$ cat src/rtl/con_io_pkg.sv
package con_io_pkg;

    localparam int WORD_W  = 16;
    localparam int CHAR_W  = 8;
    localparam int RDY_POS = 15;
    localparam int IEN_POS = 14;
    localparam int NUM_REG = 4;

    typedef struct packed {
        logic ddat;
        logic dsta;
        logic kdat;
        logic ksta;
    } dev_sel_t;

    function automatic logic [WORD_W-1:0] status_word(input logic rdy, input logic ien);
        logic [WORD_W-1:0] w;
        w          = '0;
        w[RDY_POS] = rdy;
        w[IEN_POS] = ien;
        return w;
    endfunction

    function automatic logic [WORD_W-1:0] char_word(input logic [CHAR_W-1:0] c);
        return {{(WORD_W-CHAR_W){1'b0}}, c};
    endfunction

endpackage

$ cat src/rtl/con_io_decode.sv
module con_io_decode
    import con_io_pkg::*;
#(
    parameter int              ADDR_W = 16,
    parameter logic [ADDR_W-1:0] BASE = 16'hFE00,
    parameter int              STRIDE = 2
) (
    input  logic [ADDR_W-1:0] addr,
    output dev_sel_t          sel
);

    logic [NUM_REG-1:0] hit;

    for (genvar i = 0; i < NUM_REG; i++) begin : g_cmp
        localparam logic [ADDR_W-1:0] OFS = ADDR_W'(i * STRIDE);
        assign hit[i] = (addr == BASE + OFS);
    end

    assign sel = dev_sel_t'(hit);

    // at most one device register decoded for any address
    always_comb begin
        a_r10_one_select: assert ($onehot0(hit));
    end

endmodule

$ cat src/rtl/con_io_kbd.sv
module con_io_kbd
    import con_io_pkg::*;
(
    input  logic              clk,
    input  logic              rst_n,
    input  logic [CHAR_W-1:0] char_in,
    input  logic              char_stb,
    input  logic              data_rd,
    input  logic              stat_wr,
    input  logic              ien_wdata,
    output logic              rdy,
    output logic              ien,
    output logic [CHAR_W-1:0] data
);

    typedef struct packed {
        logic              rdy;
        logic              ien;
        logic [CHAR_W-1:0] data;
    } kbd_st_t;

    kbd_st_t st_d, st_q;

    always_comb begin
        st_d = st_q;
        if (st_q.rdy) begin
            if (data_rd) st_d.rdy = 1'b0;
        end else if (char_stb) begin
            st_d.rdy  = 1'b1;
            st_d.data = char_in;
        end
        if (stat_wr) st_d.ien = ien_wdata;
    end

    always_ff @(posedge clk or negedge rst_n) begin
        if (!rst_n) st_q <= '0;
        else        st_q <= st_d;
    end

    assign rdy  = st_q.rdy;
    assign ien  = st_q.ien;
    assign data = st_q.data;

    // idle port captures a strobed character
    a_r2_capture: assert property (@(posedge clk) disable iff (!rst_n)
        (!rdy && char_stb) |=> (rdy && data == $past(char_in)));

    // full port ignores strobes
    a_r3_hold: assert property (@(posedge clk) disable iff (!rst_n)
        (rdy && !data_rd) |=> (rdy && $stable(data)));

    // data read releases the port
    a_r4_release: assert property (@(posedge clk) disable iff (!rst_n)
        (rdy && data_rd) |=> !rdy);

endmodule

$ cat src/rtl/con_io_disp.sv
module con_io_disp
    import con_io_pkg::*;
(
    input  logic              clk,
    input  logic              rst_n,
    input  logic              data_wr,
    input  logic [CHAR_W-1:0] wchar,
    input  logic              ack,
    input  logic              stat_wr,
    input  logic              ien_wdata,
    output logic              rdy,
    output logic              ien,
    output logic              out_stb,
    output logic [CHAR_W-1:0] out_code
);

    typedef struct packed {
        logic              busy;
        logic              ien;
        logic              stb;
        logic [CHAR_W-1:0] code;
    } disp_st_t;

    disp_st_t st_d, st_q;

    always_comb begin
        st_d     = st_q;
        st_d.stb = 1'b0;
        if (!st_q.busy) begin
            if (data_wr) begin
                st_d.busy = 1'b1;
                st_d.stb  = 1'b1;
                st_d.code = wchar;
            end
        end else if (ack) begin
            st_d.busy = 1'b0;
        end
        if (stat_wr) st_d.ien = ien_wdata;
    end

    // busy is stored so that the reset value 0 means "ready"
    always_ff @(posedge clk or negedge rst_n) begin
        if (!rst_n) st_q <= '0;
        else        st_q <= st_d;
    end

    assign rdy      = !st_q.busy;
    assign ien      = st_q.ien;
    assign out_stb  = st_q.stb;
    assign out_code = st_q.code;

    // accepted store gives a strobe and drops ready
    a_r5_accept: assert property (@(posedge clk) disable iff (!rst_n)
        (rdy && data_wr) |=> (out_stb && !rdy && out_code == $past(wchar)));

    // strobe never lasts two cycles
    a_r5_single_pulse: assert property (@(posedge clk) disable iff (!rst_n)
        out_stb |=> !out_stb);

    // store to a busy display is dropped
    a_r6_drop: assert property (@(posedge clk) disable iff (!rst_n)
        (!rdy && data_wr) |=> (!out_stb && $stable(out_code)));

    // acknowledge re-arms the display
    a_r7_rearm: assert property (@(posedge clk) disable iff (!rst_n)
        ack |=> rdy);

endmodule

$ cat src/rtl/con_io_ctrl.sv
module con_io_ctrl
    import con_io_pkg::*;
#(
    parameter logic [15:0] DEV_BASE = 16'hFE00
) (
    input  logic        clk,
    input  logic        rst_n,
    input  logic [15:0] bus_addr,
    input  logic        bus_rd,
    input  logic        bus_wr,
    input  logic [15:0] bus_wdata,
    input  logic [15:0] mem_rdata,
    output logic [15:0] bus_rdata,
    input  logic [7:0]  key_code,
    input  logic        key_stb,
    output logic [7:0]  disp_code,
    output logic        disp_stb,
    input  logic        disp_ack,
    output logic        key_irq,
    output logic        disp_irq
);

    dev_sel_t          sel;
    logic              k_rdy, k_ien, d_rdy, d_ien;
    logic [CHAR_W-1:0] k_data;

    con_io_decode #(.ADDR_W(WORD_W), .BASE(DEV_BASE), .STRIDE(2)) u_dec (
        .addr (bus_addr),
        .sel  (sel)
    );

    con_io_kbd u_kbd (
        .clk       (clk),
        .rst_n     (rst_n),
        .char_in   (key_code),
        .char_stb  (key_stb),
        .data_rd   (bus_rd && sel.kdat),
        .stat_wr   (bus_wr && sel.ksta),
        .ien_wdata (bus_wdata[IEN_POS]),
        .rdy       (k_rdy),
        .ien       (k_ien),
        .data      (k_data)
    );

    con_io_disp u_disp (
        .clk       (clk),
        .rst_n     (rst_n),
        .data_wr   (bus_wr && sel.ddat),
        .wchar     (bus_wdata[CHAR_W-1:0]),
        .ack       (disp_ack),
        .stat_wr   (bus_wr && sel.dsta),
        .ien_wdata (bus_wdata[IEN_POS]),
        .rdy       (d_rdy),
        .ien       (d_ien),
        .out_stb   (disp_stb),
        .out_code  (disp_code)
    );

    always_comb begin
        if (sel.ksta)      bus_rdata = status_word(k_rdy, k_ien);
        else if (sel.kdat) bus_rdata = char_word(k_data);
        else if (sel.dsta) bus_rdata = status_word(d_rdy, d_ien);
        else if (sel.ddat) bus_rdata = '0;
        else               bus_rdata = mem_rdata;
    end

    assign key_irq  = k_rdy && k_ien;
    assign disp_irq = d_rdy && d_ien;

    // an interrupt request always shows up in the readable status word
    a_r9_key_irq_visible: assert property (@(posedge clk) disable iff (!rst_n)
        (key_irq && sel.ksta) |-> (bus_rdata[RDY_POS] && bus_rdata[IEN_POS]));

    // non-device address always passes memory data
    a_r10_mem_path: assert property (@(posedge clk) disable iff (!rst_n)
        (sel == '0) |-> (bus_rdata == mem_rdata));

endmodule

$ cat config.mk
export PLATFORM = sky130hd
export DESIGN_NAME = con_io_ctrl
export DESIGN_NICKNAME = d
export VERILOG_FILES = /design/src/rtl/con_io_pkg.sv /design/src/rtl/con_io_decode.sv /design/src/rtl/con_io_kbd.sv /design/src/rtl/con_io_disp.sv /design/src/rtl/con_io_ctrl.sv
export SDC_FILE = /design/constraint.sdc
export NUM_CORES = 1
export LEC_CHECK = 0
export BUFFER_PORTS_ARGS = -buffer_cell sky130_fd_sc_hd__buf_2
export CELL_PAD_IN_SITES_DETAIL_PLACEMENT = 1
export CELL_PAD_IN_SITES_GLOBAL_PLACEMENT = 2
export CORE_UTILIZATION = 18
export CTS_CLUSTER_SIZE = 25
export DETAILED_ROUTE_END_ITERATION = 8
export GPL_ROUTABILITY_DRIVEN = 0
export GPL_TIMING_DRIVEN = 0
export PLACE_DENSITY_LB_ADDON = 0.25
export SYNTH_ARGS = -nofsm -noshare
export SYNTH_HDL_FRONTEND = slang
export SYNTH_SLANG_ARGS = --single-unit
$ cat constraint.sdc
create_clock -name clk -period 1.34 [get_ports clk]
set_input_delay 0.067 -clock clk [delete_from_list [all_inputs] [get_ports clk]]
set_output_delay 0.067 -clock clk [all_outputs]
set_load 0.005 [all_outputs]
* Yosys cells after proc, flatten, opt, wreduce, memory -nomap -nowiden
Index checks and enable logic that the tools add are counted.
** Storage, ports and cells
- Register bits after elaboration :: 21
- Bits of input ports :: 62
- Output and inout bits :: 27
- Logic and storage cells :: 34
** Operators by class
- Equality and inequality tests :: 4
- Mux-type cells :: 12
- Bitwise operators :: 2
- Reduce and logical (&&, ||, !) cells :: 9
** Operator list (count)
- 16-bit == test, second input constant :: 4
- 16-bit 2-to-1 mux :: 4
- 9-bit 2-to-1 mux :: 2
- 1-bit logical AND :: 6
- 1-bit 2-to-1 mux :: 6
- 2-bit AND reduction :: 2
- 1-bit NOT :: 2
- 1-bit logical NOT :: 1

* Depth between registers and ports, before layout
- Word-level depth :: 5
- Depth in mapped cells :: 6
- Gate-level depth less buffers :: 4

* By module
A second synthesis with hierarchy kept.
** Unflattened totals
- Cells, all modules :: 96
- Area total of the unflattened synthesis :: 1237.4 um^2
** Modules (own cells, without submodules)
- con_io_disp :: instances 1, cells an instance 32, area each 495.5 um^2, sequential area each 275.3 um^2
- con_io_kbd :: instances 1, cells an instance 23, area each 410.4 um^2, sequential area each 250.2 um^2
- con_io_ctrl :: instances 1, cells an instance 30, area each 235.2 um^2, sequential area each 0.0 um^2
- con_io_decode :: instances 1, cells an instance 11, area each 96.3 um^2, sequential area each 0.0 um^2

* Least setup slack after synthesis
No wires, ideal clock.
- Kind :: in2reg
- From :: in bus_addr[3]
- To :: reg u_disp.st_q (netlist bit u_disp.out_code[0])
- Setup time :: 0.125 ns
- Arrival :: 1.255 ns
- Required time :: 1.215 ns
- Slack :: -0.040 ns
- Stages on the path :: 5
- Buffers on the path :: 1
- Cells stage by stage :: nor4bb_1 -> nand4_1 -> nor4b_2 -> buf_4 -> mux2_2
** On the way
- Longest elaborated chain between the ends :: 3
** Ends and longest elaborated chain
- start, declared :: RTL line con_io_ctrl.sv:8 : input logic [15:0] bus_addr,
- 16-bit == test :: RTL line con_io_decode.sv:16 : assign hit[i] = (addr == BASE + OFS);
- 1-bit logical AND :: RTL line con_io_ctrl.sv:48 : .data_wr (bus_wr && sel.ddat),
- 2-bit AND reduction (no line)
- end signal, assigned :: RTL line con_io_disp.sv:44 : else st_q <= st_d;
- end, declared :: RTL line con_io_disp.sv:24 : disp_st_t st_d, st_q;
No other way between the ends.
A chain may end at the register's enable or synchronous reset.

* Final worst setup path
- From :: in bus_addr[6]
- To :: reg u_disp.st_q (netlist bit u_disp.out_code[0])
Same word-level chain as after synthesis.

==> results.md <==
| Item | Value |
|:---|:---|
| Result of the run | finished, violations left |
| Violations in the final reports | setup timing |
| Final core area utilization | 0.313 |
| Number of H-tree branching levels | 1 |
| Fillers | 714 |
| Top post-synthesis cells by count | 21 x sky130_fd_sc_hd__dfrtp_1, 19 x sky130_fd_sc_hd__nand2_1, 18 x sky130_fd_sc_hd__mux2_2, 9 x sky130_fd_sc_hd__buf_4, 8 x sky130_fd_sc_hd__o21ai_0 |
| Net switching share of the total power | 0.233 |
| Fraction of post-synthesis cell area in the top cell type by area | 0.469 |
| Count of buffers inserted at the top-level ports | 81 |
| Clock tree from TritonCTS | built |
| Sink Count | 21 |
| Grt ovf | 0 |
| Antenna violations before repair | 0 |
| Die span in y | 80.9 um |
| Crit path capture type | flop |
| Post-synth EDFFs | 0 |
| Worst rel slew slack | 0.667 |
| Cell breakdown of the critical path | buf_6 > nor4b_2 > nand4_1 > buf_4 > nor4b_4 > buf_4 > mux2_2 |
| Multi-input gate area | 579 um2 |
| Biggest area consumer among synthesized cells | sky130_fd_sc_hd__dfrtp_1 |
| RSZ-0062 raised after global routing | yes |
| Antenna fix cells | 0 |
| Critical path fanouts, max | 5 |
| Initial Utilization | 0.188 |
| Post-place setup slack | -0.395 ns |
| Met3 global-route usage | 0.0382 |
| Largest cells by area after synthesis | sky130_fd_sc_hd__dfrtp_1 47%, sky130_fd_sc_hd__mux2_2 18%, sky130_fd_sc_hd__nand2_1 6.4% |
| Area Growth Syn to Fin | 66.3% |
| Sequential power share | 0.520 |
| Crit share post-route | 1.05 |
| Critical path's most frequent cell | sky130_fd_sc_hd__buf_4 |
| Vias per cell | 4.02 |
| Transition at the pin with the smallest max-transition slack | 0.500 ns |
| Reported leakage power | 0.983 nW |
| Achievable frequency | 712 MHz |
| Average wire per standard cell | 12.7 um |
| GRT Overall Usage | 0.104 |
| Path class of the lowest-slack min-delay path | in -> reg |
| Mapped Nets | 168 |
| DRC Markers | 0 |
| Worst setup slack after layout | -0.0652 ns |
| Nets | 262 |
| Met2 track demand over resource in global routing | 0.205 |
| Ys Warns | 0 |
| Library cell with the highest instance count after synthesis | sky130_fd_sc_hd__dfrtp_1 |
| Total CTS buffers | 3 |
| Post-Synthesis Cell Area | 1120 um2 |
| Post-synthesis instance total | 106 |
| Layout Skew | 0.00140 ns |
| Power after layout | 0.00130 W |
| Max incr delay on CP | 0.33 ns |
| Slowest cell on crit path | sky130_fd_sc_hd__mux2_2 |
| CTS root buffer | sky130_fd_sc_hd__clkbuf_8 |
| IR drop worst, VDD | 0.501 mV |
| Most used flip-flop cell after synthesis | sky130_fd_sc_hd__dfrtp_1 |
| Int Power | 0.000995 W |
| Max-slew violations | 0 |
| Clock slew at the register clock pins of the worst setup and hold paths | 0.08 ns |
| Die Width | 80.9 um |
| Largest net degree at the start of global routing | 22 |
| Clock share of power | 0.317 |
| Avg Cell Area, Syn | 10.6 um2 |
| Via count of the first global-routing pass | 1159 |
| Cell count after placement | 262 |
| Area taken by flip-flops and latches | 526 um2 |
| Global-route wire length before repair | 5260 um |
| Ratio of cells with drive above 1 in the final layout | 0.648 |
| Cell Count, Final, Fillers Out | 274 |
| Maximum clock insertion buffer count | 2 |
| Power density over the cells | 696 nW/um2 |
| Num rows | 28 |
| Most Used Layer, Global Route | met2 |
| I/O pin total | 89 |
| Total setup violations reported at the end of the flow | 8 |
| Fin crit period | 1.41 ns |
| Detailed placement HPWL | 2740 um |
| Accumulated negative setup slack | -0.289 ns |
| Type of the setup path with the least slack | in -> reg |
| Std-Cell Core Area | 5960 um2 |
| Combinational cell fraction of total power | 0.163 |
| Post-DRT Antenna Nets | 0 |
| Full die area | 6550 um2 |
| Vias post-DR | 1102 |
| Later-pin clock latency in the skew report | 0.25 ns |
| Detailed-routing iteration count for the pre-antenna-repair pass | 3 |
| Fraction of the yosys area taken by sequential cells | 0.469 |
| DR iter-0 viols | 37 |
| Gate family responsible for the most delay along the worst path | simple AND/OR/NAND/NOR gates |
| Asr flop ratio synth | 1.00 |
| Distinct cells, synth | 22 |
| Number of buffers and inverters on the critical path | 3 |
| Required time reported for the critical path endpoint | 1.49 ns |
| Number of maximum-capacitance violations | 0 |
| Switching power of the nets | 0.000303 W |
| Number of synthesized register bits | 21 |
| Final Routed Wirelength | 3470 um |
| Kind of start point of the critical path | input pin |
| Data arrival time of the worst path | 1.56 ns |
| Final Hold Fails | 0 |
| GR Util met1 | 0.105 |
==> power by group through the flow <==
| stage | clock network, W | registers, W | logic (W) |
|---|---|---|---|
| floorplan | 0 | 0.000684 | 0.0000642 |
| global placement | 0 | 0.000685 | 0.000184 |
| detailed placement | 0 | 0.000688 | 0.000192 |
| CTS | 0.000436 | 0.000675 | 0.000199 |
| global route | 0.000466 | 0.000677 | 0.000238 |
| finish | 0.000412 | 0.000674 | 0.000211 |
==> worst reg2reg max path, stage by stage (launching register included) <==
cell                      delay (ns)
sky130_fd_sc_hd__dfrtp_1        0.42
sky130_fd_sc_hd__nor4b_4        0.33
sky130_fd_sc_hd__buf_4          0.20
sky130_fd_sc_hd__mux2_2         0.33
==> routing by layer <==
| metal | part of all wire | up-vias |
|---|---|---|
| met5 | 0 | - |
| met2 | 0.53 | 45 |
| met3 | 0.080 | 2 |
| li1 | - | 538 |
| met4 | 0.0055 | 0 |
| met1 | 0.38 | 517 |
==> cells in the final DEF, fill, tap and decap left out <==
cell / instances
sky130_fd_sc_hd__buf_2: 78
sky130_fd_sc_hd__o21ai_1: 7
sky130_fd_sc_hd__mux2_2: 12
sky130_fd_sc_hd__clkbuf_2: 1
sky130_fd_sc_hd__o31ai_2: 1
sky130_fd_sc_hd__dlygate4sd3_1: 2
sky130_fd_sc_hd__nor4bb_4: 1
sky130_fd_sc_hd__dfrtp_1: 21
sky130_fd_sc_hd__nor4b_4: 1
sky130_fd_sc_hd__buf_1: 1
sky130_fd_sc_hd__o22a_1: 1
sky130_fd_sc_hd__clkbuf_8: 5
sky130_fd_sc_hd__nor4b_2: 1
sky130_fd_sc_hd__buf_8: 1
sky130_fd_sc_hd__nand2_1: 19
sky130_fd_sc_hd__inv_1: 1
sky130_fd_sc_hd__buf_6: 5
sky130_fd_sc_hd__nor2_1: 1
sky130_fd_sc_hd__mux2i_1: 2
sky130_fd_sc_hd__buf_4: 13
sky130_fd_sc_hd__nor4b_1: 1
sky130_fd_sc_hd__nor3_2: 1
sky130_fd_sc_hd__mux2_4: 6
sky130_fd_sc_hd__clkinv_2: 1
sky130_fd_sc_hd__nand3_1: 1
sky130_fd_sc_hd__and4_1: 1
sky130_fd_sc_hd__nand4_1: 1
sky130_fd_sc_hd__and2_1: 7
sky130_fd_sc_hd__o21ai_2: 1
sky130_fd_sc_hd__o21bai_1: 1
sky130_fd_sc_hd__nor2b_1: 3
sky130_fd_sc_hd__o31ai_4: 1
==> sequential cells by signal, indices dropped and copies added, names as in the netlist <==
signal           count
u_kbd.rdy            1
u_disp.out_code      8
u_kbd.data           8
u_disp.ien           1
u_disp.out_stb       1
u_disp.st_q          1
u_kbd.ien            1
==> path summary, 6_finish.rpt <==
kind | start | endpoint | slack [ns] | cells past startpoint
worst max-delay path | bus_addr[6] | u_disp.out_code[0] | -0.07 | 7
worst min-delay path | bus_wdata[2] | u_disp.out_code[2] | 0.03 | 2
worst max register to register | u_disp.st_q[10] | u_disp.out_code[0] | -0.05 | 3
worst min register to register | u_disp.out_code[2] | u_disp.out_code[2] | 0.51 | 1
max in group asynchronous | rst_n | u_kbd.data[5] | 0.70 | 2
min in group asynchronous | rst_n | u_disp.out_code[5] | 0.30 | 2
==> cell families after synthesis <==
group | count (synthesis) | synth area share
multiplexers | 20 | 0.199
buffers and inverters | 15 | 0.0803
flip-flops | 21 | 0.469
AO/OA/AOI/OAI | 12 | 0.0636
AND/OR/NAND/NOR | 38 | 0.189
==> stage by stage <==
stage / cell area (um2) / hold WS, ns
4_1_cts: 1750 / 0.0258
6_report: 1860 / 0.0335
2_1_floorplan: 1120 / -0.229
3_5_place_dp: 1620 / 0.0651
3_3_place_gp: 1620 / 0.0591
5_1_grt: 1860 / 0.0183
==> final cells by class <==
type                       instances  share of cell area
clock buffer                       3              0.0221
timing repair buffer              89               0.264
sequential                        21               0.282
clock inverter                     1             0.00268
tap                               75              0.0503
buffer                            14              0.0658
multi-input combinational         70               0.311
inverter                           1             0.00201
==> timing repair <==
action | in CTS | in global routing
endpoints found under the hold margin | 22 | 0
pin swaps | 4 | 3
resized for setup | 20 | 20
buffers inserted | 3 | 2
cloned | 0 | 1
setup endpoints to repair | 29 | 26
hold buffers | 2 | 0
No activity file was read; power rests on OpenSTA's default activity.
